File: src/rtl/spi_direct_pkg.sv
package spi_direct_pkg;

    typedef enum logic [1:0] {
        LANE_X1  = 2'd0,
        LANE_X2  = 2'd1,
        LANE_X4  = 2'd2,
        LANE_RSV = 2'd3
    } lane_e;

    // Transmit record, most significant field first
    typedef struct packed {
        logic        nopush;
        logic        oe;
        logic        wide;
        lane_e       lanes;
        logic [15:0] data;
    } tx_rec_t;

    localparam int REC_W = $bits(tx_rec_t);

    typedef enum logic [1:0] {
        SH_IDLE = 2'd0,
        SH_LOW  = 2'd1,
        SH_HIGH = 2'd2
    } sh_state_e;

    // log2 of the number of lanes in use; the reserved code folds to one lane
    function automatic logic [1:0] lane_log2(lane_e l);
        case (l)
            LANE_X2: return 2'd1;
            LANE_X4: return 2'd2;
            default: return 2'd0;
        endcase
    endfunction

endpackage

File: src/rtl/spi_dir_fifo.sv
module spi_dir_fifo #(
    parameter int WIDTH = 16,
    parameter int DEPTH = 4,
    localparam int PTR_W = (DEPTH > 1) ? $clog2(DEPTH) : 1,
    localparam int LVL_W = $clog2(DEPTH + 1)
) (
    input  logic             clk,
    input  logic             rst_n,
    input  logic             push,
    input  logic [WIDTH-1:0] wdata,
    input  logic             pop,
    output logic [WIDTH-1:0] rdata,
    output logic [LVL_W-1:0] level,
    output logic             full,
    output logic             empty
);

    localparam logic [LVL_W-1:0] LVL_FULL = LVL_W'(DEPTH);
    localparam logic [PTR_W-1:0] PTR_LAST = PTR_W'(DEPTH - 1);

    typedef struct packed {
        logic [DEPTH-1:0][WIDTH-1:0] mem;
        logic [PTR_W-1:0]            wr;
        logic [PTR_W-1:0]            rd;
        logic [LVL_W-1:0]            level;
    } fifo_st_t;

    fifo_st_t st_d, st_q;
    logic     do_push, do_pop;

    always_comb begin
        st_d    = st_q;
        do_push = push && (st_q.level != LVL_FULL);
        do_pop  = pop && (st_q.level != '0);
        if (do_push) begin
            st_d.mem[st_q.wr] = wdata;
            st_d.wr = (st_q.wr == PTR_LAST) ? '0 : st_q.wr + PTR_W'(1);
        end
        if (do_pop) begin
            st_d.rd = (st_q.rd == PTR_LAST) ? '0 : st_q.rd + PTR_W'(1);
        end
        case ({do_push, do_pop})
            2'b10:   st_d.level = st_q.level + LVL_W'(1);
            2'b01:   st_d.level = st_q.level - LVL_W'(1);
            default: st_d.level = st_q.level;
        endcase
    end

    always_ff @(posedge clk or negedge rst_n) begin
        if (!rst_n) st_q <= '0;
        else        st_q <= st_d;
    end

    assign rdata = st_q.mem[st_q.rd];
    assign level = st_q.level;
    assign full  = (st_q.level == LVL_FULL);
    assign empty = (st_q.level == '0);

    AST_FIFO_LEVEL_MAX: assert property (@(posedge clk) disable iff (!rst_n)
        level <= LVL_FULL);
    AST_FIFO_FULL_DROP: assert property (@(posedge clk) disable iff (!rst_n)
        (full && push && !pop) |=> full);
    AST_FIFO_EMPTY_READ: assert property (@(posedge clk) disable iff (!rst_n)
        (empty && pop && !push) |=> empty);

endmodule

File: src/rtl/spi_dir_shifter.sv
module spi_dir_shifter
    import spi_direct_pkg::*;
#(
    parameter int DEPTH = 4,
    localparam int LVL_W = $clog2(DEPTH + 1)
) (
    input  logic             clk,
    input  logic             rst_n,
    input  logic             enable,
    input  logic [7:0]       div_code,
    input  logic             tx_empty,
    input  tx_rec_t          tx_rec,
    input  logic [LVL_W-1:0] rx_level,
    input  logic [3:0]       sd_in,
    output logic             tx_pop,
    output logic             rx_push,
    output logic [15:0]      rx_data,
    output logic             busy,
    output logic             sck,
    output logic [3:0]       sd_out,
    output logic [3:0]       sd_oe
);

    localparam logic [LVL_W-1:0] LVL_FULL   = LVL_W'(DEPTH);
    localparam logic [LVL_W-1:0] LVL_ALMOST = LVL_W'(DEPTH - 1);

    typedef struct packed {
        sh_state_e   st;
        logic [7:0]  cnt;
        logic [7:0]  div_m1;
        logic [3:0]  beat;
        logic        second;
        lane_e       lanes;
        logic        wide;
        logic        oe;
        logic        nopush;
        logic [15:0] sh;
        logic [7:0]  rx_byte;
        logic [7:0]  rx_lo;
        logic        sck;
    } sh_st_t;

    sh_st_t st_d, st_q;

    function automatic logic [3:0] beats_m1(lane_e l);
        return (4'd8 >> lane_log2(l)) - 4'd1;
    endfunction

    function automatic sh_st_t load_rec(sh_st_t s, tx_rec_t r, logic [7:0] dcode);
        sh_st_t t;
        t         = s;
        t.st      = SH_LOW;
        t.cnt     = '0;
        t.div_m1  = dcode - 8'd1;
        t.beat    = beats_m1(r.lanes);
        t.second  = 1'b0;
        t.lanes   = r.lanes;
        t.wide    = r.wide;
        t.oe      = r.oe;
        t.nopush  = r.nopush;
        t.sh      = r.data;
        t.rx_byte = '0;
        t.rx_lo   = '0;
        t.sck     = 1'b0;
        return t;
    endfunction

    logic [3:0] amt;
    logic [7:0] sample;
    logic       start_ok;
    logic       chain_ok;

    always_comb begin
        amt = 4'd1 << lane_log2(st_q.lanes);
        case (lane_log2(st_q.lanes))
            2'd1:    sample = {6'b0, sd_in[1:0]};
            2'd2:    sample = {4'b0, sd_in};
            default: sample = {7'b0, sd_in[1]};
        endcase
        start_ok = enable && !tx_empty && (rx_level != LVL_FULL);
        chain_ok = enable && !tx_empty &&
                   (st_q.nopush ? (rx_level != LVL_FULL) : (rx_level < LVL_ALMOST));
    end

    always_comb begin
        st_d    = st_q;
        tx_pop  = 1'b0;
        rx_push = 1'b0;
        rx_data = st_q.wide ? {st_q.rx_byte, st_q.rx_lo} : {8'h00, st_q.rx_byte};
        case (st_q.st)
            SH_IDLE: begin
                if (start_ok) begin
                    st_d   = load_rec(st_q, tx_rec, div_code);
                    tx_pop = 1'b1;
                end
            end
            SH_LOW: begin
                if (st_q.cnt == st_q.div_m1) begin
                    st_d.cnt     = '0;
                    st_d.st      = SH_HIGH;
                    st_d.sck     = 1'b1;
                    st_d.rx_byte = (st_q.rx_byte << amt) | sample;
                end else begin
                    st_d.cnt = st_q.cnt + 8'd1;
                end
            end
            SH_HIGH: begin
                if (st_q.cnt == st_q.div_m1) begin
                    st_d.cnt = '0;
                    st_d.sck = 1'b0;
                    if (st_q.beat != '0) begin
                        st_d.beat    = st_q.beat - 4'd1;
                        st_d.sh[7:0] = st_q.sh[7:0] << amt;
                        st_d.st      = SH_LOW;
                    end else if (st_q.wide && !st_q.second) begin
                        st_d.second  = 1'b1;
                        st_d.sh[7:0] = st_q.sh[15:8];
                        st_d.rx_lo   = st_q.rx_byte;
                        st_d.rx_byte = '0;
                        st_d.beat    = beats_m1(st_q.lanes);
                        st_d.div_m1  = div_code - 8'd1;
                        st_d.st      = SH_LOW;
                    end else begin
                        rx_push = !st_q.nopush;
                        if (chain_ok) begin
                            st_d   = load_rec(st_q, tx_rec, div_code);
                            tx_pop = 1'b1;
                        end else begin
                            st_d.st = SH_IDLE;
                        end
                    end
                end else begin
                    st_d.cnt = st_q.cnt + 8'd1;
                end
            end
            default: st_d.st = SH_IDLE;
        endcase
    end

    always_ff @(posedge clk or negedge rst_n) begin
        if (!rst_n) st_q <= '0;
        else        st_q <= st_d;
    end

    assign busy = (st_q.st != SH_IDLE);
    assign sck  = st_q.sck;

    always_comb begin
        sd_out = 4'b0000;
        sd_oe  = 4'b0000;
        if (busy) begin
            case (lane_log2(st_q.lanes))
                2'd1: begin
                    sd_out = {2'b00, st_q.sh[7:6]};
                    sd_oe  = st_q.oe ? 4'b0011 : 4'b0000;
                end
                2'd2: begin
                    sd_out = st_q.sh[7:4];
                    sd_oe  = st_q.oe ? 4'b1111 : 4'b0000;
                end
                default: begin
                    sd_out = {3'b000, st_q.sh[7]};
                    sd_oe  = 4'b0001;
                end
            endcase
        end
    end

    AST_IDLE_SCK_LOW: assert property (@(posedge clk) disable iff (!rst_n)
        !busy |-> (!sck && sd_oe == 4'b0000));
    AST_SD1_NEVER_X1: assert property (@(posedge clk) disable iff (!rst_n)
        (busy && lane_log2(st_q.lanes) == 2'd0) |-> !sd_oe[1]);

endmodule

File: src/rtl/spi_direct_engine.sv
module spi_direct_engine
    import spi_direct_pkg::*;
#(
    parameter int FIFO_DEPTH = 4,
    parameter int RX_W       = 16,
    localparam int LVL_W     = $clog2(FIFO_DEPTH + 1)
) (
    input  logic              clk,
    input  logic              rst_n,
    input  logic              ctrl_we,
    input  logic [15:0]       ctrl_wdata,
    output logic [31:0]       csr_rdata,
    input  logic              tx_we,
    input  logic [REC_W-1:0]  tx_wdata,
    input  logic              rx_re,
    output logic [RX_W-1:0]   rx_rdata,
    output logic              sck,
    output logic [1:0]        cs_n,
    output logic [3:0]        sd_out,
    output logic [3:0]        sd_oe,
    input  logic [3:0]        sd_in
);

    typedef struct packed {
        logic       en;
        logic [1:0] man;
        logic [1:0] autosel;
        logic [7:0] div;
    } ctrl_t;

    ctrl_t ctrl_d, ctrl_q;
    logic  ctrl_unused;

    always_comb begin
        ctrl_d = ctrl_q;
        if (ctrl_we) begin
            ctrl_d.en      = ctrl_wdata[0];
            ctrl_d.man     = ctrl_wdata[2:1];
            ctrl_d.autosel = ctrl_wdata[4:3];
            ctrl_d.div     = ctrl_wdata[15:8];
        end
    end

    always_ff @(posedge clk or negedge rst_n) begin
        if (!rst_n) ctrl_q <= '0;
        else        ctrl_q <= ctrl_d;
    end

    assign ctrl_unused = ^ctrl_wdata[7:5];

    logic [REC_W-1:0] tx_head;
    logic [LVL_W-1:0] tx_level, rx_level;
    logic             tx_full, tx_empty, rx_full, rx_empty;
    logic             tx_pop, rx_push, busy;
    logic [15:0]      rx_word;

    spi_dir_fifo #(.WIDTH(REC_W), .DEPTH(FIFO_DEPTH)) u_txq (
        .clk   (clk),
        .rst_n (rst_n),
        .push  (tx_we),
        .wdata (tx_wdata),
        .pop   (tx_pop),
        .rdata (tx_head),
        .level (tx_level),
        .full  (tx_full),
        .empty (tx_empty)
    );

    spi_dir_fifo #(.WIDTH(RX_W), .DEPTH(FIFO_DEPTH)) u_rxq (
        .clk   (clk),
        .rst_n (rst_n),
        .push  (rx_push),
        .wdata (RX_W'(rx_word)),
        .pop   (rx_re),
        .rdata (rx_rdata),
        .level (rx_level),
        .full  (rx_full),
        .empty (rx_empty)
    );

    spi_dir_shifter #(.DEPTH(FIFO_DEPTH)) u_shift (
        .clk      (clk),
        .rst_n    (rst_n),
        .enable   (ctrl_q.en),
        .div_code (ctrl_q.div),
        .tx_empty (tx_empty),
        .tx_rec   (tx_rec_t'(tx_head)),
        .rx_level (rx_level),
        .sd_in    (sd_in),
        .tx_pop   (tx_pop),
        .rx_push  (rx_push),
        .rx_data  (rx_word),
        .busy     (busy),
        .sck      (sck),
        .sd_out   (sd_out),
        .sd_oe    (sd_oe)
    );

    genvar g;
    generate
        for (g = 0; g < 2; g++) begin : g_cs
            assign cs_n[g] = !(ctrl_q.man[g] || (ctrl_q.autosel[g] && busy));
        end
    endgenerate

    always_comb begin
        csr_rdata        = '0;
        csr_rdata[0]     = ctrl_q.en;
        csr_rdata[2:1]   = ctrl_q.man;
        csr_rdata[4:3]   = ctrl_q.autosel;
        csr_rdata[15:8]  = ctrl_q.div;
        csr_rdata[16]    = busy;
        csr_rdata[17]    = tx_full;
        csr_rdata[18]    = tx_empty;
        csr_rdata[21:19] = 3'(tx_level);
        csr_rdata[22]    = rx_empty;
        csr_rdata[23]    = rx_full;
        csr_rdata[26:24] = 3'(rx_level);
    end

    AST_NO_START_DISABLED: assert property (@(posedge clk) disable iff (!rst_n)
        (!ctrl_q.en && !busy) |=> !busy);
    AST_RX_ROOM: assert property (@(posedge clk) disable iff (!rst_n)
        rx_push |-> !rx_full);
    AST_TX_POP_NONEMPTY: assert property (@(posedge clk) disable iff (!rst_n)
        tx_pop |-> !tx_empty);

endmodule

File: config.mk
export PLATFORM = sky130hd
export DESIGN_NAME = spi_direct_engine
export DESIGN_NICKNAME = d
export VERILOG_FILES = /design/src/rtl/spi_direct_pkg.sv /design/src/rtl/spi_dir_fifo.sv /design/src/rtl/spi_dir_shifter.sv /design/src/rtl/spi_direct_engine.sv
export SDC_FILE = /design/constraint.sdc
export NUM_CORES = 1
export LEC_CHECK = 0
export ABC_AREA = 1
export BUFFER_PORTS_ARGS = -buffer_cell sky130_fd_sc_hd__buf_2
export CAP_MARGIN = 20
export CORE_MARGIN = 1
export CORE_UTILIZATION = 40
export CTS_BUF_LIST = sky130_fd_sc_hd__clkbuf_8
export DETAILED_ROUTE_END_ITERATION = 6
export PLACE_DENSITY_LB_ADDON = 0.3
export SLEW_MARGIN = 25
export SYNTH_ARGS = -nofsm -noshare
export SYNTH_HDL_FRONTEND = slang
export SYNTH_SLANG_ARGS = --single-unit
File: constraint.sdc
create_clock -name clk -period 2.39 [get_ports clk]
set_input_delay 0.1195 -clock clk [delete_from_list [all_inputs] [get_ports clk]]
set_output_delay 0.1195 -clock clk [all_outputs]
set_load 0.01 [all_outputs]
==> impl_results.md, run 1 <==
- Mapped Area: roughly 0.012 sq mm
- Critical Path AT: 2.71 ns
- Synth Instances: roughly 1,500
- # clock sinks: 236
- Largest net degree at the start of global routing: ~80
- Final Slew Violations: 0
- Total GRT Usage: 0.202
- Most used flip-flop cell after synthesis: dfrtp_1
- CTS buffer count: 42
- Total gr overflow: 0
- Worst-case clock buffer depth: 3
- Post-route DRC: 0
- Site row count: 62
- Required @ worst endpoint: 2.83 ns
- Drt total wl: between 30 and 40 mm
- Critical Path Start Type: flop
- #FFs+latches synth: approximately 240
- Worst Setup Path Type: reg2reg
- Worst-path clk slew: ~0.07 ns
- Initial drt markers: about 810
- Area growth, synth to finish: 19.5%
- GPL Wtd Cong: 0.917
- Slowest stage delay, CP: around 0.40 ns
- Slew @ Worst Pin: slightly above 0.7 ns
- Area leader, netlist: dfrtp_1
- Most frequent cell after synthesis: nand2_1
- Die W: approximately 170 microns
- Clk root buf: clkbuf_8
- Leading post-synthesis cells by cell area: dfrtp_1 (50%), nand2_1 (13%), o21ai_0 (9.4%)
- Final setup violation count: 0
- Inserted Diodes: 0
- Initial antenna violation count: 0
- Share of layout cells above drive strength 1: 0.157
- Core area: 0.0289 sq mm
- Final HPWL DP: between 15 and 20 mm
- # fillers: between 2,000 and 3,000
- Starting density of the core: 0.409
- Crit-path max FO: 4
- Crit path cell chain: inv_1, ha_2, nand2_4, nor2_4, nand3_1, o21ai_2, ha_1, inv_1, fa_1, a21oi_1, o21ai_1, xor2_1
- Routed len/inst: 14.8 microns
- Die Y-Extent: around 170 microns
- Post-synth EDFFs: 0
- Netlist cell types: 43
- Fin crit share: 0.949
- Critical Path End Type: flop
- First-pass GRT wire length: 49.9 mm
- Warnings from Yosys: 0
- Worst path slowest cell: dfrtp_1
- Synth async-reset ratio: 1.00
- Most used cell, CP: inv_1
- Cell count after placement: around 1,900
- H-tree levels: 2
- Via/cell ratio: around 5
- 1st-pass router iterations: 5
- Clock skew: about 0.037 ns
- Nets: around 1,700
- Maximum VDD drop: between 0.6 and 0.7 mV
- Port buffer count: 93
- Count of final hold-check violations: 0
- Worst Hold Class: in2reg
- Final non-filler cell total: approximately 2,000
- Clock latency on the worst-skew pair: 0.56 ns
- Max Cap Viol: 0
- Die area: between 0.03 and 0.04 sq mm
- Leak: just under 7 nW
- Commonest cells post-synth: nand2_1 (414), dfrtp_1 (236), o21ai_0 (222)
- Setup_tns: 0 ns
- Via count: approximately 10,000
- TritonCTS clock tree: done
- Ports: ~110
- Top cell type's share of synthesized area: 0.500
- Sequential share of the synthesized area: 0.500
- Number of routed nets with antenna violations: 0
- Syn_area_per_cell: just over 8 sq um
- Min cycle time layout: between 2 and 2.5 ns
- F_max: between 400 and 500 MHz
- Cell area power density: between 1000 and 1500 mW/mm^2
- Vias in the first global route: ~10,000
- Status: finished clean
- Worst rel slew slack: 0.512
[critical path: cells and delay by family, from the launching register on]
kind | cells | cell delay (ns)
and+or+nand+nor | 3 | 0.29
buffers and inverters | 2 | 0.14
DFF | 1 | 0.40
AOI/OAI and AO/OA | 3 | 0.42
adders and majority gates | 3 | 0.75
xor gates and xnor gates | 1 | 0.14
[metrics by stage]
stage,utilization,setup slack [ns],power (mW),hold WS [ns],cell area (sq um)
finish,0.489,0.121,17.9,0.0284,14100
detailed placement,0.440,-0.0503,13.8,0.137,12700
global route,0.489,-0.0125,19.4,0.0486,14100
floorplan,-,0.0671,11.4,-0.176,11800
CTS,0.487,0.0168,17.8,0.00109,14000
global placement,0.440,0.00303,13.6,0.138,12700
[kinds of logic after synthesis]
family | after synthesis | synth area share
muxes | 9 | 0.00816
buffers and inverters | 204 | 0.0779
and+or+nand+nor | 588 | 0.202
xor gates and xnor gates | 17 | 0.0126
other | 1 | 0.000317
adders and majority gates | 27 | 0.0299
DFF | 236 | 0.500
AOI/OAI and AO/OA | 377 | 0.169
[cell usage in the layout (no fill, tap or decap), drive strengths merged, types with 6 or more instances in the layout]
cell / netlist / layout
xor2: 9 / 9
nand2: 418 / 418
ha: 25 / 25
o21ai: 310 / 310
nor3: 6 / 6
dlygate4sd3: 0 / 45
inv: 111 / 120
buf: 55 / 141
dfrtp: 236 / 236
o22ai: 32 / 32
xnor2: 8 / 8
conb: 1 / 8
clkinv: 3 / 12
nor2: 111 / 111
clkbuf: 35 / 55
a21oi: 21 / 21
nand3: 47 / 48
[flip-flops by register name, indices dropped and copies added (netlist names)]
register / count
csr_rdata: 13
u_txq.level: 3
u_shift.sck: 1
u_rxq.st_q: 68
u_shift.st_q: 60
u_txq.st_q: 88
u_rxq.level: 3
[final timing paths]
path | start | to | slack [ns] | depth (start not counted)
setup / recovery | u_shift.st_q[39]$_DFFE_PN0P_ | u_txq.level[2]$_DFFE_PN0P_ | 0.12 | 12
hold / removal | sd_in[1] | u_shift.st_q[10]$_DFFE_PN0P_ | 0.03 | 5
setup reg to reg | u_shift.st_q[39]$_DFFE_PN0P_ | u_txq.level[2]$_DFFE_PN0P_ | 0.12 | 12
hold reg to reg | u_txq.st_q[67]$_DFFE_PN0P_ | u_txq.st_q[67]$_DFFE_PN0P_ | 0.48 | 2
max in group asynchronous | rst_n | u_txq.st_q[43]$_DFFE_PN0P_ | 1.35 | 3
min in group asynchronous | rst_n | u_rxq.st_q[58]$_DFFE_PN0P_ | 0.11 | 2
[layout make-up]
type                            count  area [sq um]  area share
Timing Repair Buffer              186          1340      0.0947
Inverter                          114           437      0.0309
Clock inverter                     22           135     0.00957
Sequential cell                   236          5910       0.418
Clock buffer                       55           757      0.0536
Multi-Input combinational cell   1027          5060       0.359
Tap cell                          384           480      0.0340
[where the power goes]
part	switching [mW]	internal [mW]
clock	1.73	2.19
sequential	0.745	5.15
combinational	5.23	2.80
total	7.71	10.1
[routing by layer]
| layer | track usage | vias up | wire (microns) |
|---|---|---|---|
| li1 | - | 5037 | - |
| met1 | 0.262 | 4784 | 13300 |
| met2 | 0.346 | 235 | 14800 |
| met3 | 0.0303 | 62 | 1290 |
| met4 | 0.0618 | 0 | 644 |
| met5 | 0 | - | 0 |
[timing repair]
| action | CTS | global route |
|---|---|---|
| cloned | 0 | 1 |
| setup endpoints to repair | 9 | 14 |
| setup buffers | 1 | 3 |
| hold endpoints to repair | 191 | 0 |
| hold buffers | 45 | 0 |
| pin swaps | 1 | 4 |
| resized for setup | 3 | 11 |
Note: power is estimated with default switching activity, not from simulation.
==> run 2, diff against run 1 <==
clock period = 2.2 ns   (was 2.39 ns; I/O delays follow)
==> run 2 against run 1 <==
  * Critical endpoint unchanged
  * Hold slack better by 0.0070 ns
  * Clock power up 5.6%
  * Global-route usage rose by 0.42 points
  * Register-to-register slack lost 0.06 ns
  * Largest power group unchanged
  * Sequential share of layout area fell by 1.0 points
  * Cell area up 2.6%
  * Die area unchanged
  * Highest routed layer unchanged
  * Critical path depth down 1
==> impl_results.md, run 2 (synthesis gave the netlist of run 1 again) <==
- Slew @ Worst Pin: ~0.63 ns
- Final HPWL DP: about 20 mm
- TritonCTS clock tree: done
- Worst Hold Path EP: csr_rdata[13]$_DFFE_PN0P_
- Final setup violation count: 0
- Switching Share: 0.428
- GPL Wtd Cong: a little under 0.9
- Routed len/inst: between 10 and 15 microns
- Ports: around 110
- Inserted Diodes: 0
- Maximum VDD drop: 0.777 mV
- Drt total wl: 30.7 mm
- First-pass GRT wire length: 51.0 mm
- Clk root buf: clkbuf_8
- Leading cell type in the layout, fill and taps excluded: nand2_1
- Reg2reg start: u_shift.st_q[56]$_DFFE_PN0P_
- Clock power frac: 0.208
- Die W: 174 microns
- # clock sinks: 236
- Count of final hold-check violations: 0
- Vias in the first global route: 10,155
- Worst Setup Path Type: reg2reg
- Max Cap Viol: 0
- Port buffer count: slightly above 90
- Crit-path max FO: 2
- Via count: roughly 10,000
- Via/cell ratio: 5.02
- Core area: around 0.029 sq mm
- Die area: just over 0.03 sq mm
- Initial antenna violation count: 0
- Clock latency on the worst-skew pair: roughly 0.54 ns
- Cell area power density: 1370 mW/mm^2
- Worst R2R End: u_txq.level[2]$_DFFE_PN0P_
- Critical Path Start Type: flop
- Fin util: 0.502
- Final Slew Violations: 0
- Clock skew: about 0.025 ns
- Cells on Worst Hold Path: 3
- Worst rel slew slack: 0.573
- Nets: 1,711
- Critical Path End Type: flop
- Reg with most FFs: u_txq.st_q
- Worst-case clock buffer depth: 3
- WHS: between 0.03 and 0.04 ns
- Worst Hold Class: in2reg
- Power share of the combinational group: 0.470
- Depth of the most critical reg-to-reg path: 11
- Min cycle time layout: about 2.1 ns
- Share of layout cells above drive strength 1: 0.177
- Site row count: 62
- Critical Path AT: between 2 and 3 ns
- Starting density of the core: 0.409
- Worst-path clk slew: about 0.060 ns
- Required @ worst endpoint: ~2.6 ns
- Placed instance area: 0.0129 sq mm
- Die Y-Extent: roughly 170 microns
- P_sw: 8.52 mW
- Largest registers: u_txq.st_q: 88 flops, u_rxq.st_q: 68 flops, u_shift.st_q: 60 flops
- 1st-pass router iterations: 7
- Post-route DRC: 0
- Leak: between 6 and 7 nW
- Power share of the sequential group: 0.322
- Initial drt markers: 789
- H-tree levels: 2
- HP Start: ctrl_we
- R2R Setup Slk: approximately 0.065 ns
- Status: finished clean
- Commonest cells after routing, fill and taps aside: nand2_1 (412), dfrtp_1 (235), o21ai_0 (217)
- Fin crit share: 0.970
- Total GRT Usage: 0.206
- F_max: about 470 MHz
- Number of routed nets with antenna violations: 0
- RSZ-0062 raised after global routing: yes
- Area growth, synth to finish: 22.6%
- Largest register FFs: 88
- Final Cell Area: 0.0145 sq mm
- Int Pwr: 11.4 mW
- CTS buffer count: 41
- Total gr overflow: 0
- Largest net degree at the start of global routing: approximately 70
-- run 2: changes by cell type in the layout (fill, tap and decap cells not counted), sizes merged --
cell / before / now
clkinv: 12 / 4
dlygate4sd3: 45 / 48
inv: 120 / 124
bufinv: 1 / 0
clkinvlp: 3 / 2
clkbuf: 55 / 58
buf: 141 / 170
-- run 2: per-stage QoR --
stage	TNS, ns	instances	total power, mW	worst slack [ns]
after detailed placement	-0.0691	1921	15.3	-0.0691
final	0	2053	19.9	0.0650
after floorplan	0	1466	12.4	0.00336
after global placement	-0.0439	1921	15.2	-0.0439
after CTS	0	2046	19.7	0.000468
after global routing	-0.144	2053	21.5	-0.0920
-- run 2: what timing repair did --
action | in CTS | in global routing
endpoints found under the setup margin | 8 | 16
hold buffers | 48 | 0
hold endpoints to repair | 200 | 0
gates cloned | 0 | 1
pin swaps | 3 | 14
gates resized for setup | 11 | 23
setup buffers | 3 | 6
-- run 2: critical path, stage by stage (launching register included) --
cell and delay [ns]:
dfrtp_1 0.41, xnor2_2 0.18, nand2_2 0.08, nor2_4 0.14
nand3_2 0.12, o21ai_2 0.18, ha_2 0.19, inv_2 0.04
fa_2 0.36, a21oi_2 0.12, o21ai_1 0.08, xor2_1 0.14
-- run 2: worst max-delay path by stage --
stage | from | endpoint | slack, ns | cells past startpoint
6_report | u_shift.st_q[56]$_DFFE_PN0P_ | u_txq.level[2]$_DFFE_PN0P_ | 0.07 | 11
5_1_grt | u_shift.st_q[55]$_DFFE_PN0P_ | u_txq.level[2]$_DFFE_PN0P_ | -0.09 | 13
4_1_cts | u_shift.st_q[52]$_DFFE_PN0P_ | u_rxq.level[1]$_DFFE_PN0P_ | 0.0005 | 13
3_5_place_dp | u_shift.st_q[55]$_DFFE_PN0P_ | u_txq.level[2]$_DFFE_PN0P_ | -0.07 | 13
3_3_place_gp | u_shift.st_q[56]$_DFFE_PN0P_ | u_txq.level[2]$_DFFE_PN0P_ | -0.04 | 11
2_1_floorplan | u_shift.st_q[39]$_DFFE_PN0P_ | u_txq.level[2]$_DFFE_PN0P_ | 0.003 | 12
-- run 2: layer usage --
layer	wire length [microns]	track usage
met5	0	0
met3	1190	0.0298
met1	13900	0.267
met2	14600	0.344
met4	1120	0.0870
-- run 2: power groups by stage --
stage	sequential [mW]	combinational [mW]	clock, mW
finish	6.41	9.35	4.14
CTS	6.39	9.11	4.25
global route	6.56	10.5	4.46
global placement	6.41	8.75	0
detailed placement	6.45	8.89	0
floorplan	6.30	6.13	0
-- run 2: layout make-up --
cell class | count | area [sq um]
clock buffer | 58 | 798
multi-input combinational | 1027 | 5150
sequential | 236 | 5910
fill | 2816 | 14400
clock inverter | 16 | 70.1
inverter | 114 | 434
timing repair buffer | 218 | 1640
tap | 384 | 480
